`config.mk`:
```
export PLATFORM = sky130hd
export DESIGN_NAME = msi_msg_gen
export DESIGN_NICKNAME = d
export VERILOG_FILES = /design/src/rtl/msi_pkg.sv /design/src/rtl/msi_cap_decode.sv /design/src/rtl/msi_pend_arb.sv /design/src/rtl/msi_wr_port.sv /design/src/rtl/msi_msg_gen.sv
export SDC_FILE = /design/constraint.sdc
export NUM_CORES = 1
export LEC_CHECK = 0
export CORE_UTILIZATION = 57
export DETAILED_ROUTE_END_ITERATION = 6
export DONT_BUFFER_PORTS = 1
export GPL_TIMING_DRIVEN = 0
export PLACE_DENSITY = 0.83
export SETUP_SLACK_MARGIN = 0.4
export SYNTH_ARGS = -nofsm -noshare
export SYNTH_HDL_FRONTEND = slang
export SYNTH_SLANG_ARGS = --single-unit
```
`constraint.sdc`:
```
create_clock -name clk -period 1.9 [get_ports clk]
set_clock_uncertainty 0.1 [all_clocks]
set_input_delay 0.57 -clock clk [delete_from_list [all_inputs] [get_ports clk]]
set_output_delay 0.57 -clock clk [all_outputs]
set_load 0.005 [all_outputs]
```
`src/rtl/msi_pkg.sv`:
```
package msi_pkg;

  typedef struct packed {
    logic [63:0] addr;
    logic [31:0] data;
    logic        is64;
  } msi_msg_t;

  // Replace the low log2n bits of the programmed data word with the vector.
  function automatic logic [15:0] msi_merge_vec(input logic [15:0] base,
                                                input int unsigned log2n,
                                                input logic [15:0] vec);
    logic [15:0] low_mask;
    low_mask = 16'((32'd1 << log2n) - 32'd1);
    return (base & ~low_mask) | (vec & low_mask);
  endfunction

  // Address width follows the capability's 64-bit field.
  function automatic logic [63:0] msi_address(input logic is64,
                                              input logic [31:0] lo,
                                              input logic [31:0] hi);
    return is64 ? {hi, lo} : {32'd0, lo};
  endfunction

  function automatic msi_msg_t msi_form(input logic is64,
                                        input logic [31:0] lo,
                                        input logic [31:0] hi,
                                        input logic [15:0] d_narrow,
                                        input logic [15:0] d_wide,
                                        input int unsigned log2n,
                                        input logic [15:0] vec);
    msi_msg_t m;
    m.addr = msi_address(is64, lo, hi);
    m.data = {16'd0, msi_merge_vec(is64 ? d_wide : d_narrow, log2n, vec)};
    m.is64 = is64;
    return m;
  endfunction

endpackage

```
`src/rtl/msi_cap_decode.sv`:
```
module msi_cap_decode #(
  parameter int VEC_W = 5,
  localparam int L2_W = $clog2(VEC_W + 1)
) (
  input  logic             ctl_msi_en,
  input  logic [2:0]       ctl_mme,
  input  logic             irq_req,
  input  logic [VEC_W-1:0] irq_vec,
  output logic [L2_W-1:0]  log2n,
  output logic [VEC_W:0]   vec_lim,
  output logic             req_accept
);

  always_comb begin
    if (int'(ctl_mme) > VEC_W) log2n = L2_W'(VEC_W);
    else                       log2n = L2_W'(ctl_mme);
    vec_lim    = (VEC_W + 1)'(1) << log2n;
    req_accept = irq_req && ctl_msi_en && ({1'b0, irq_vec} < vec_lim);
  end

endmodule

```
`src/rtl/msi_pend_arb.sv`:
```
module msi_pend_arb #(
  parameter int VEC_W = 5,
  localparam int NUM_VEC = 1 << VEC_W
) (
  input  logic             clk,
  input  logic             rst_n,
  input  logic             set_en,
  input  logic [VEC_W-1:0] set_idx,
  input  logic             take,
  output logic             any_pend,
  output logic [VEC_W-1:0] grant_idx
);

  logic [NUM_VEC-1:0] pending;
  logic [NUM_VEC-1:0] grant;
  logic [NUM_VEC:0]   lower_any;
  logic [NUM_VEC-1:0] set_mask;
  logic [NUM_VEC-1:0] take_mask;

  assign lower_any[0] = 1'b0;

  generate
    for (genvar i = 0; i < NUM_VEC; i++) begin : g_chain
      assign grant[i]         = pending[i] & ~lower_any[i];
      assign lower_any[i + 1] = lower_any[i] | pending[i];
    end
  endgenerate

  assign any_pend  = lower_any[NUM_VEC];
  assign set_mask  = set_en ? (NUM_VEC'(1) << set_idx) : '0;
  assign take_mask = take ? grant : '0;

  always_comb begin
    grant_idx = '0;
    for (int i = 0; i < NUM_VEC; i++)
      if (grant[i]) grant_idx = grant_idx | VEC_W'(i);
  end

  // A new request wins over the clear of the same vector.
  always_ff @(posedge clk or negedge rst_n) begin
    if (!rst_n) pending <= '0;
    else        pending <= (pending & ~take_mask) | set_mask;
  end

  assert_grant_onehot_R12: assert property (@(posedge clk) disable iff (!rst_n)
    $onehot0(grant));

  assert_grant_lowest_R12: assert property (@(posedge clk) disable iff (!rst_n)
    (grant != '0) |-> (((grant - NUM_VEC'(1)) & pending) == '0));

  assert_take_has_work_R11: assert property (@(posedge clk) disable iff (!rst_n)
    take |-> any_pend);

endmodule

```
`src/rtl/msi_wr_port.sv`:
```
module msi_wr_port
  import msi_pkg::*;
(
  input  logic     clk,
  input  logic     rst_n,
  input  logic     launch,
  input  msi_msg_t msg_in,
  input  logic     wr_ready,
  output logic     wr_valid,
  output msi_msg_t msg_out,
  output logic     slot_free
);

  assign slot_free = !wr_valid || wr_ready;

  always_ff @(posedge clk or negedge rst_n) begin
    if (!rst_n) begin
      wr_valid <= 1'b0;
      msg_out  <= '0;
    end else if (launch) begin
      wr_valid <= 1'b1;
      msg_out  <= msg_in;
    end else if (wr_ready) begin
      wr_valid <= 1'b0;
    end
  end

  assert_hold_stall_R10: assert property (@(posedge clk) disable iff (!rst_n)
    (wr_valid && !wr_ready) |=> (wr_valid && $stable(msg_out)));

  assert_upper_zero_R9: assert property (@(posedge clk) disable iff (!rst_n)
    wr_valid |-> (msg_out.data[31:16] == 16'd0));

endmodule

```
`src/rtl/msi_msg_gen.sv`:
```
module msi_msg_gen
  import msi_pkg::*;
#(
  parameter int VEC_W = 5
) (
  input  logic             clk,
  input  logic             rst_n,
  input  logic             ctl_msi_en,
  input  logic             ctl_addr64,
  input  logic [2:0]       ctl_mme,
  input  logic [31:0]      msg_addr_lo,
  input  logic [31:0]      msg_addr_hi,
  input  logic [15:0]      cap_data_w8,
  input  logic [15:0]      cap_data_w12,
  input  logic             irq_req,
  input  logic [VEC_W-1:0] irq_vec,
  output logic             wr_valid,
  input  logic             wr_ready,
  output logic [63:0]      wr_addr,
  output logic [31:0]      wr_data,
  output logic             wr_is64
);

  localparam int L2_W = $clog2(VEC_W + 1);

  logic [L2_W-1:0]  log2n;
  logic [VEC_W:0]   vec_lim;
  logic             req_accept;
  logic             any_pend;
  logic [VEC_W-1:0] grant_idx;
  logic             slot_free;
  logic             launch;
  msi_msg_t         next_msg;
  msi_msg_t         cur_msg;

  msi_cap_decode #(.VEC_W(VEC_W)) u_dec (
    .ctl_msi_en (ctl_msi_en),
    .ctl_mme    (ctl_mme),
    .irq_req    (irq_req),
    .irq_vec    (irq_vec),
    .log2n      (log2n),
    .vec_lim    (vec_lim),
    .req_accept (req_accept)
  );

  msi_pend_arb #(.VEC_W(VEC_W)) u_arb (
    .clk       (clk),
    .rst_n     (rst_n),
    .set_en    (req_accept),
    .set_idx   (irq_vec),
    .take      (launch),
    .any_pend  (any_pend),
    .grant_idx (grant_idx)
  );

  assign launch   = ctl_msi_en && any_pend && slot_free;
  assign next_msg = msi_form(ctl_addr64, msg_addr_lo, msg_addr_hi,
                             cap_data_w8, cap_data_w12, 32'(log2n),
                             16'(grant_idx));

  msi_wr_port u_port (
    .clk       (clk),
    .rst_n     (rst_n),
    .launch    (launch),
    .msg_in    (next_msg),
    .wr_ready  (wr_ready),
    .wr_valid  (wr_valid),
    .msg_out   (cur_msg),
    .slot_free (slot_free)
  );

  assign wr_addr = cur_msg.addr;
  assign wr_data = cur_msg.data;
  assign wr_is64 = cur_msg.is64;

  assert_addr_narrow_R4: assert property (@(posedge clk) disable iff (!rst_n)
    (wr_valid && !wr_is64) |-> (wr_addr[63:32] == 32'd0));

  assert_accept_range_R8: assert property (@(posedge clk) disable iff (!rst_n)
    req_accept |-> ({1'b0, irq_vec} < vec_lim));

  assert_no_send_disabled_R2: assert property (@(posedge clk) disable iff (!rst_n)
    $rose(wr_valid) |-> $past(ctl_msi_en));

endmodule

```
=== Word level (Yosys, flattened, before mapping) ===
Index checks and enable logic that the tools add are counted.

* Output and inout port bits: 98
* Word-level logic and storage cells: 157
* Bits in registers: 114

* Shift operators: 3
* Order comparisons: 2
* Add/subtract/negate cells: 1
* Bitwise operators: 100
* Reduce and logical (&&, ||, !) cells: 7
* Multiplexer cells: 39

{| class="wikitable"
|+ Operators with widths
! kind !! count
|-
| 5-bit two-way mux || 16
|-
| 32-bit two-way mux || 2
|-
| 64-bit two-way mux || 1
|-
| 32-bit AND || 1
|-
| 4-bit two-way mux || 8
|-
| 32-bit inverter || 1
|-
| 32-bit bitwise OR || 1
|-
| 1-bit by 5-bit << shifter with 32-bit output (first input constant) || 1
|-
| 1-bit AND || 31
|-
| 1-bit inverter || 31
|-
| 1-bit bitwise OR || 31
|-
| 16-bit AND || 1
|-
| 5-bit by 16-bit AND with 16-bit output || 1
|-
| 16-bit two-way mux || 1
|-
| 16-bit inverter || 1
|-
| 16-bit bitwise OR || 1
|-
| 1-bit by 3-bit << shifter with 16-bit output (first input constant) || 1
|-
| 16-bit by 1-bit subtractor with 16-bit output (second input constant) || 1
|-
| 3-bit two-way mux || 5
|-
| 5-bit by 6-bit < comparator with 1-bit output || 1
|-
| 1-bit by 3-bit << shifter with 6-bit output (first input constant) || 1
|-
| 1-bit logical AND || 4
|-
| 1-bit two-way mux || 4
|-
| 2-bit two-way mux || 2
|-
| other kinds (4) || 4
|}

=== Depth between registers and ports, before layout ===
Gate-level depths: netlist of run 1.

* Word-level depth: 37
* Gate-level depth with buffers: 11
* Gate-level depth less buffers: 9

=== Cells and area by module ===
Synthesis of run 1 repeated with hierarchy kept, for this count alone.

* Cell total of the unflattened synthesis: 508
* Area, all modules: 6253.5 µm²

{| class="wikitable"
|+ Modules (own cells, without submodules)
! module !! sequential area each (µm²) !! area each (µm²) !! cells an instance !! times used
|-
| msi_wr_port || 2452.4 || 3708.6 || 208 || 1
|-
| msi_pend_arb || 800.8 || 1809.2 || 202 || 1
|-
| msi_msg_gen || 0.0 || 566.8 || 73 || 1
|-
| msi_cap_decode || 0.0 || 168.9 || 25 || 1
|}

=== Worst setup path before layout of run 1 ===
No wires, ideal clock.

* Path type: input port to flip-flop
* From: in ctl_mme[0]
* To: reg u_arb.pending[22]
* Setup slack: -770 ps
* Cell stages on the path: 10
* Arrival: 2448 ps
* Data required time: 1678 ps
* Cells stage by stage: clkbuf_1 > or3b_2 > ha_1 > o41a_1 > o21ai_0 > a21o_1 > nand4b_1 > buf_2 > nor2_1 > a32o_1

* Cells in the longest elaborated chain, start to end: 7

{| class="wikitable"
|+ RTL lines
! item !! line !! text
|-
| start, declared || msi_msg_gen.sv:10 || <nowiki>input logic [2:0] ctl_mme,</nowiki>
|-
| 3-bit greater-than comparator || msi_cap_decode.sv:15 || <nowiki>if (int'(ctl_mme) > VEC_W) log2n = L2_W'(VEC_W);</nowiki>
|-
| 3-bit two-way mux (*) || msi_cap_decode.sv:15 ||
|-
| 1-bit by 3-bit << shifter with 6-bit output (*) || msi_cap_decode.sv:17 || <nowiki>vec_lim = (VEC_W + 1)'(1) << log2n;</nowiki>
|-
| 5-bit by 6-bit < comparator with 1-bit output (*) || msi_cap_decode.sv:18 || <nowiki>req_accept = irq_req && ctl_msi_en && ({1'b0, irq_vec} < vec_lim);</nowiki>
|-
| 1-bit logical AND (*) || msi_cap_decode.sv:18 ||
|-
| 32-bit two-way mux (*) || msi_pend_arb.sv:30 || <nowiki>assign set_mask = set_en ? (NUM_VEC'(1) << set_idx) : '0;</nowiki>
|-
| 32-bit bitwise OR (*) || msi_pend_arb.sv:42 || <nowiki>else pending <= (pending & ~take_mask) | set_mask;</nowiki>
|-
| end signal, assigned || msi_pend_arb.sv:42 ||
|-
| end, declared || msi_pend_arb.sv:14 || <nowiki>logic [NUM_VEC-1:0] pending;</nowiki>
|}

Mark *: on every way between the ends. The rest lies on a longest branch, timed or not.
A chain may end at the register's enable or synchronous reset.

=== Worst setup path after layout of run 1 ===
* From: reg u_arb.pending[16]
* To: reg u_port.msg_out[2] in the netlist's numbering

* Cells in the longest elaborated chain, start to end: 20
* Elaborated cells on any way between the ends: 50
* Those cells by class: 14 x mux; 34 x bitwise; 2 x reduce/logical

{| class="wikitable"
|+ RTL lines
! item !! line !! text
|-
| 1-bit bitwise OR (*) (2 in series) || msi_pend_arb.sv:25 || <nowiki>assign lower_any[i + 1] = lower_any[i] | pending[i];</nowiki>
|-
| 1-bit inverter or 1-bit bitwise OR (tied branches) || msi_pend_arb.sv:24, msi_pend_arb.sv:25 ||
|-
| 1-bit AND (tied with other cells) || msi_pend_arb.sv:24 || <nowiki>assign grant[i] = pending[i] & ~lower_any[i];</nowiki>
|-
| 5-bit two-way mux (tied with other cells) || msi_pend_arb.sv:36 || <nowiki>if (grant[i]) grant_idx = grant_idx | VEC_W'(i);</nowiki>
|-
| 5-bit two-way mux or 1-bit bitwise OR (tied branches) || msi_pend_arb.sv:36, msi_pend_arb.sv:25 ||
|-
| 5-bit two-way mux (tied with other cells) (3 in series) || msi_pend_arb.sv:36 ||
|-
| 5-bit two-way mux or 1-bit bitwise OR (tied branches) || msi_pend_arb.sv:36, msi_pend_arb.sv:25 ||
|-
| 5-bit two-way mux (tied with other cells) (3 in series) || msi_pend_arb.sv:36 ||
|-
| 5-bit two-way mux or 1-bit bitwise OR (tied branches) || msi_pend_arb.sv:36, msi_pend_arb.sv:25 ||
|-
| 5-bit two-way mux (tied with other cells) (2 in series) || msi_pend_arb.sv:36 ||
|-
| 5-bit two-way mux or 1-bit AND (tied branches) || msi_pend_arb.sv:36, msi_pend_arb.sv:24 ||
|-
| 5-bit two-way mux || msi_pend_arb.sv:36 ||
|-
| 5-bit by 16-bit AND with 16-bit output || msi_pkg.sv:15 || <nowiki>return (base & ~low_mask) | (vec & low_mask);</nowiki>
|-
| 16-bit bitwise OR || msi_pkg.sv:15 ||
|-
| end signal, assigned || msi_wr_port.sv:22 || <nowiki>msg_out <= msg_in;</nowiki>
|-
| end, declared || msi_wr_port.sv:10 || <nowiki>output msi_msg_t msg_out,</nowiki>
|}

Marks and branches as above.

==> run summary, run 1 <==
For the pin with the worst max-slew slack, the measured transition is 765 ps. The worst register-to-register path begins at u_arb.pending[16]. Headroom to the max-slew limit came out at 0.490. The count of buffers inserted at the top-level ports is 0. The maximum achievable frequency is ~0.4 GHz.

The routability congestion estimate is slightly above 0.9. The total wire length after detailed routing came out at between 20 and 25 mm. The count of boundary I/O pins came out at between 200 and 250. The number of clock buffers inserted by TritonCTS is 17.

Ranked by total cell area, the synthesized netlist is headed by sky130_fd_sc_hd__dfrtp_1, sky130_fd_sc_hd__nand2_1, sky130_fd_sc_hd__nand3_1. The insertion delay to the later sink of the worst-skew pair came out at about 520 ps. The vertical extent of the die came out at 99.4 microns. The die covers 9870 sq um. The final setup slack of the worst path came out at -564 ps. The worst setup path is of the reg2reg kind.

The iteration count of the initial detailed-routing pass is 7. The max-cap violation count came out at 0. The post-detailed-route via-to-cell ratio came out at just under 7. After clock tree synthesis, the clock-pin slew on the worst setup and hold paths is about 60 ps. The final routed DRC violation total came out at 2. Summed over all nets, the half-perimeter wirelength after detailed placement is about 11 mm. Dividing total power by cell area gives a power density of 2500 nW/um^2.

The minimum clock period after layout is roughly 2500 ps. The number of global-route vias before repair is a little under 5000. Counting flops with a built-in enable in the synthesized netlist gives 0. The post-route cell area is about 8000 sq um.

The tree built by TritonCTS fans out to ~110 sinks. The share of total power dissipated in the clock network is 0.159. The end of the worst register-to-register path is u_port.msg_out[2].

The mean instance size in the synthesized netlist is between 9 and 10 sq um. Of the cells placed in the final design, the portion with a size suffix greater than 1 is 0.424. The synthesized instance count came out at 597. The cell accounting for the most synthesized area is sky130_fd_sc_hd__dfrtp_1. The total number of vias came out at roughly 5600. After global routing the overflow that remains totals 0. The total negative setup slack came out at -37450 ps. The proportion of power drawn by combinational gates came out at 0.611. Setup repair after global routing could not meet its margin everywhere. Of the total power, the share spent switching nets is 0.443. The multi-input combinational cells in the finished layout cover a total of about 3100 sq um. The width of the die came out at ~99 microns. For this run, the total global-route usage over all layers was measured as 0.341. The maximum VDD drop came out at 1.29 mV.

The total of flip-flops plus latches after synthesis is ~110. The max-slew violation count was 0. The number of fill cells in the layout is 373. The cell-internal power came out at roughly 11000 uW. In the synthesized netlist, the cells that appear most often are sky130_fd_sc_hd__nand2_1, sky130_fd_sc_hd__dfrtp_1, sky130_fd_sc_hd__nand3_1.

The worst hold-check path type is in2async. The top fanout value on the critical path came out at 6. The placed cell area came out at 5930 sq um. The maximum number of pins on one net before global-route repair came out at roughly 120. The critical path arrival came out at around 2800 ps. The depth of the worst register-to-register path came out at 6. The register-to-register path setup slack came out at -560 ps. The number of hold violations in the final report is 114. The post-synthesis to final-layout area growth came out at 47.6%. The predominant post-synthesis flop cell is sky130_fd_sc_hd__dfrtp_1. The worst hold slack is -365 ps.

The number of distinct standard cells referenced by the synthesized netlist is 50. The run finished, with violations left. STA classifies the critical path endpoint as a flip-flop. The starting DRC count in detailed routing came out at 431. The static leakage power came out at around 0.0038 uW. The cell with the most instances after synthesis is sky130_fd_sc_hd__nand2_1. The share of synthesized area in the top cell type comes to 0.528. Of the available clock period, the critical path in the final layout requires 1.30. The number of nets with antenna violations after routing is 0. For this run, the number of Yosys warnings is 0. For this run, the register share of the synthesized area comes to 0.528. The H-tree level count is 4. The share of flip-flops with an asynchronous set or reset is 1.00. The global-route wire length before repair is between 20 and 30 mm. TritonCTS built the clock tree.

The cell sitting at the root of the clock tree is a sky130_fd_sc_hd__clkbuf_8. The area of the placeable core came out at between 9000 and 10000 sq um. In this run the cell area of the synthesized design comes to ~5400 sq um. The number of antenna violations at the first check in global routing is 0.

The average wire length per cell after detail routing came out at 26.5 microns. The sequential fraction of design power is 0.230. The total number of nets in the final design came out at roughly 800. The checks that failed: DRC, hold timing, setup timing. For this configuration, the core starts out at a cell density of 0.587.

The cell row count came out at 35. The data required time at the worst endpoint is approximately 2200 ps. STA classifies the critical path startpoint as a flip-flop. The net switching power of the design is approximately 8800 uW. The repair_antennas step left the layout with diodes totalling 0. The register area came out at between 2000 and 3000 sq um. In this run the deepest clock path goes through 2 buffers. The count of final setup violators is roughly 110.
-- stage by stage --
step | std cells | power [uW] | util | setup slack [ps]
after floorplan | 613 | 9040 | - | -547
after global placement | 724 | 10300 | 0.645 | -745
after detailed placement | 724 | 10500 | 0.645 | -824
after CTS | 791 | 16200 | 0.786 | -248
after global routing | 812 | 20500 | 0.867 | -624
final | 812 | 19900 | 0.867 | -564
-- registers in the layout (all words and copies together) (netlist names) --
signal / count
u_arb.pending: 32
u_port.msg_out: 81
u_port.wr_valid: 1
-- kinds of logic after synthesis --
logic type                 synth area share
and+or+nand+nor                       0.242
AOI/OAI and AO/OA                     0.131
buffers and inverters                0.0563
adders and majority gates            0.0116
muxes                                0.0299
DFF                                   0.528
other                               0.00139
-- per-layer routing --
layer | GRT usage | wire length [microns] | up-vias
met5 | 0 | 0 | -
met4 | 0.147 | 1780 | 0
met3 | 0.111 | 2460 | 199
met2 | 0.590 | 10400 | 545
met1 | 0.387 | 6870 | 2673
li1 | - | - | 2218
-- how the worst max path moves through the flow --
stage,start,endpoint,slack [ps],cells after the start
4_1_cts,u_arb.pending[25],u_port.msg_out[88],-250,8
6_report,u_arb.pending[16],u_port.msg_out[2],-560,6
5_1_grt,u_arb.pending[16],u_port.msg_out[2],-620,6
3_3_place_gp,ctl_mme[1],u_arb.pending[16],-750,9
2_1_floorplan,ctl_mme[1],u_arb.pending[22],-550,10
3_5_place_dp,ctl_mme[1],u_arb.pending[18],-820,9
-- area by class of cell --
type / count / share of cell area
Tap cell: 111 / 0.0174
Clock buffer: 18 / 0.0537
Sequential cell: 114 / 0.360
Buffer: 51 / 0.0719
Timing Repair Buffer: 56 / 0.0866
Multi-Input combinational cell: 442 / 0.388
Clock inverter: 14 / 0.0191
Inverter: 6 / 0.00282
-- power by group through the flow --
stage          Clock (uW)  Sequential (uW)  Combinational, uW
6_report             3170             4580              12100
5_1_grt              3260             4610              12600
4_1_cts              3100             4320               8790
3_5_place_dp            0             4340               6200
3_3_place_gp            0             4290               6000
2_1_floorplan           0             4050               4990
-- repair_timing --
action | CTS | global route
pin swaps | 32 | 46
endpoints found under the hold margin | 114 | 114
resized for setup | 100 | 129
endpoints found under the setup margin | 196 | 196
cloned | 9 | 7
buffers inserted | 26 | 14
-- cell usage in the layout, fill, tap and decap left out, drive strengths merged, types with 2 or more instances in the layout --
cell | synthesis | final
o41ai | 8 | 8
nand3b | 2 | 2
or3 | 2 | 2
conb | 2 | 18
and2 | 2 | 2
o31ai | 19 | 19
a32o | 5 | 5
a31oi | 4 | 4
nor2 | 31 | 31
nand4 | 3 | 3
buf | 38 | 87
o21ai | 28 | 28
nor3 | 12 | 12
clkbuf | 13 | 38
bufinv | 0 | 2
or4 | 2 | 2
nand2 | 187 | 187
inv | 6 | 9
clkinv | 0 | 5
nor2b | 3 | 3
clkinvlp | 0 | 4
a21o | 4 | 4
a21oi | 19 | 19
nor4 | 7 | 7
ha | 5 | 5
dfrtp | 114 | 114
nand3 | 38 | 38
a22o | 8 | 8
o21bai | 2 | 2
nand2b | 5 | 5
o21a | 2 | 2
mux2i | 15 | 15
-- worst max-delay path, cell delays in order, from the launching register on --
cell and delay [ps]:
sky130_fd_sc_hd__dfrtp_1 500, sky130_fd_sc_hd__nor4_4 510, sky130_fd_sc_hd__nand2b_1 340, sky130_fd_sc_hd__nor3_4 410, sky130_fd_sc_hd__o31a_1 220, sky130_fd_sc_hd__nor4_1 70
sky130_fd_sc_hd__a311oi_2 220
(Power assumes the default switching activity.)
==> run 2: changes to the inputs <==
--- a/config.mk
+++ b/config.mk
@@ -10,6 +10,7 @@
 export DONT_BUFFER_PORTS = 1
 export GPL_TIMING_DRIVEN = 0
 export PLACE_DENSITY = 0.83
+export REMOVE_ABC_BUFFERS = 1
 export SETUP_SLACK_MARGIN = 0.4
 export SYNTH_ARGS = -nofsm -noshare
 export SYNTH_HDL_FRONTEND = slang
==> run summary, run 2 (same netlist as run 1, synthesis figures left out) <==
The flow ran to the end, but the final reports show violations. The final reports fail on DRC, hold timing, setup timing. The max-slew headroom at the worst pin was 0.461 (-0.0293). The number of global-route vias before repair is 5060 (+3.7%). The post-DP HPWL was 9.30 mm (-12%). The sum of overflow across all layers after global routing is 0 (unchanged). The met3 usage is 0.0984 (-0.0126). The number of antenna violations at the first check in global routing came out at 1 (+1). The insertion delay to the later sink of the worst-skew pair came to 540 ps (+20 ps).

The cell row count came out at 35 (unchanged). The largest registers in the layout are u_port.msg_out: 81 flops, u_arb.pending: 32 flops, u_port.wr_valid: 1 flops. The maximum achievable frequency was 0.408 GHz (+0.50%). The CTS tree is yes. The area of the placeable core came to 9200 sq um (unchanged). The critical register-to-register path startpoint is u_arb.pending[25]. The footprint of the multi-input gates came out at 3320 sq um (+7.2%).

The total global-route track usage is 0.363 (+0.0227). The top fanout value on the critical path came out at 8 (+2). The number of flip-flops under the largest register name came out at 81 (unchanged).

The routability congestion estimate is 0.886 (-3.5%). The minimum clock period after layout came out at 2450 ps (-12.3 ps). More flip-flops sit in one register than any other, and that register is u_port.msg_out.

The die footprint is 9870 sq um (unchanged). The data required time at the worst endpoint was 2210 ps (about the same). The average wire length per cell after detail routing is 35.6 microns (+34%). The max-slew violation count is 0 (unchanged). The max-cap violation count came out at 0 (unchanged). Leaving out fill and tap cells, the most frequent cell in the layout is sky130_fd_sc_hd__nand2_1. The critical path arrival came to 2760 ps (-30 ps). The post-detailed-route via-to-cell ratio is 7.90 (+14%). The global-route track usage on met2 came out at 0.615 (+0.0256).

The total number of vias is 6207 (+10%). The maximum number of pins on one net before global-route repair is 115 (unchanged). In the layout the commonest cells are sky130_fd_sc_hd__nand2_1, sky130_fd_sc_hd__dfrtp_1, sky130_fd_sc_hd__nand2_2. The depth of the worst register-to-register path is 9 (+3). CTS placed an instance of sky130_fd_sc_hd__clkbuf_8 at the clock tree root.

The register-to-register path setup slack came to -550 ps (about the same). The H-tree level count is 4 (unchanged). After global routing, the most crowded layer is met2. The starting DRC count in detailed routing is 1085 (+150%). The area growth from synthesis to layout is 49.8%. The total number of nets in the final design is 775 (-3.5%). The clock sink count is 114 (unchanged). The worst hold path belongs to the class in2async.

The buffer levels on the longest clock path came to 2 (unchanged). The initial cell density of the core is 0.587 (unchanged). The final routed DRC violation total was 162 (+160).

The number of clock buffers inserted by TritonCTS is 17 (unchanged). The vertical extent of the die came to 99.4 microns (unchanged). The number of nets with antenna violations after routing came out at 0 (unchanged).

The iteration count of the initial detailed-routing pass came out at 7 (unchanged). The width of the die came to 99.4 microns (unchanged). The worst setup path is of the reg2reg kind. Setup repair after global routing could not meet its margin everywhere. The share of the clock period used by the worst path after layout came out at 1.29 (-0.00649). The share of post-route cells with drive strength above 1 is 0.462 (+0.0384). The worst setup path is captured at a flip-flop.

The number of fill cells in the layout came out at 320 (-14%). The worst setup path is launched from a flip-flop. The count of boundary I/O pins is 208 (unchanged).

The final setup slack of the worst path is -552 ps (+12.3 ps). The count of final setup violators came out at 114 (unchanged). The global routing usage on met1 is 0.416 (+0.0294). The count of buffers inserted at the top-level ports is 0 (unchanged). The register clock-pin slew on the reported worst setup and hold paths is 70 ps (about the same). The transition time at the pin with the least slew margin was 806 ps (+41.3 ps). In this run the critical register-to-register path is captured at u_port.msg_out[42]. The register area came out at 2880 sq um (+0.35%).

The global-route wire length before repair came to 27.1 mm (+6.7%). The number of hold violations in the final report came out at 114 (unchanged). The worst hold slack came to -371 ps (-6.24 ps). The total wire length after detailed routing is 28.0 mm (+30%).
[run 2: final cells by class]
type | count | share of cell area
tap | 111 | 0.0172
clock inverter | 14 | 0.0204
antenna | 2 | 0.000619
timing repair buffer | 77 | 0.140
multi-input combinational | 444 | 0.410
inverter | 6 | 0.00278
sequential | 114 | 0.356
clock buffer | 18 | 0.0529
[run 2: worst max-delay path by stage]
stage / start / end / slack [ps] / depth (start not counted)
floorplan: u_arb.pending[22] / u_arb.pending[6] / -3760 / 6
global placement: u_arb.pending[22] / u_arb.pending[6] / -5890 / 6
detailed placement: ctl_mme[2] / u_arb.pending[18] / -1300 / 8
CTS: u_arb.pending[27] / u_port.msg_out[1] / -310 / 7
global route: u_arb.pending[25] / u_port.msg_out[42] / -730 / 9
finish: u_arb.pending[25] / u_port.msg_out[42] / -550 / 9
[run 2: timing repair]
action,CTS,global route
setup buffers,37,20
cloned,11,8
resized for setup,121,185
setup endpoints to repair,196,196
pin swaps,41,97
hold endpoints to repair,114,114
[run 2: per-stage QoR]
step                utilization  instance area (sq um)  TNS, ps  cells  setup slack (ps)
floorplan                     -                   5180  -299520    562             -3760
global placement          0.579                   5320  -490380    673             -5890
detailed placement        0.587                   5400   -99140    676             -1300
CTS                       0.773                   7110   -22580    756              -306
global route              0.880                   8090   -50270    785              -729
finish                    0.880                   8090   -46470    786              -552
[run 2: worst max-delay path, cell delays in order (launching register included)]
cell	delay, ps
sky130_fd_sc_hd__dfrtp_1	400
sky130_fd_sc_hd__or4_4	570
sky130_fd_sc_hd__nor3_4	240
sky130_fd_sc_hd__buf_6	150
sky130_fd_sc_hd__a31oi_4	140
sky130_fd_sc_hd__buf_6	160
sky130_fd_sc_hd__buf_6	130
sky130_fd_sc_hd__clkbuf_16	190
sky130_fd_sc_hd__nand2_1	140
sky130_fd_sc_hd__nand2_1	100
[run 2: layer usage]
metal	vias up	share of wire
li1	2172	-
met1	2846	0.29
met2	805	0.41
met3	384	0.16
met4	0	0.14
met5	-	0
Power of run 2 is not shown: default switching activity piles up to over one toggle a cycle in this logic, so the estimate is an artifact.
==> run 3: changes to the inputs <==
--- a/config.mk
+++ b/config.mk
@@ -6,6 +6,7 @@
 export NUM_CORES = 1
 export LEC_CHECK = 0
 export CORE_UTILIZATION = 57
+export CTS_CLUSTER_DIAMETER = 100
 export DETAILED_ROUTE_END_ITERATION = 6
 export DONT_BUFFER_PORTS = 1
 export GPL_TIMING_DRIVEN = 0
==> results of run 3 <==
The final DEF is identical to that of run 2; final timing and power are the same.
Power of run 3 is left out for the same reason.
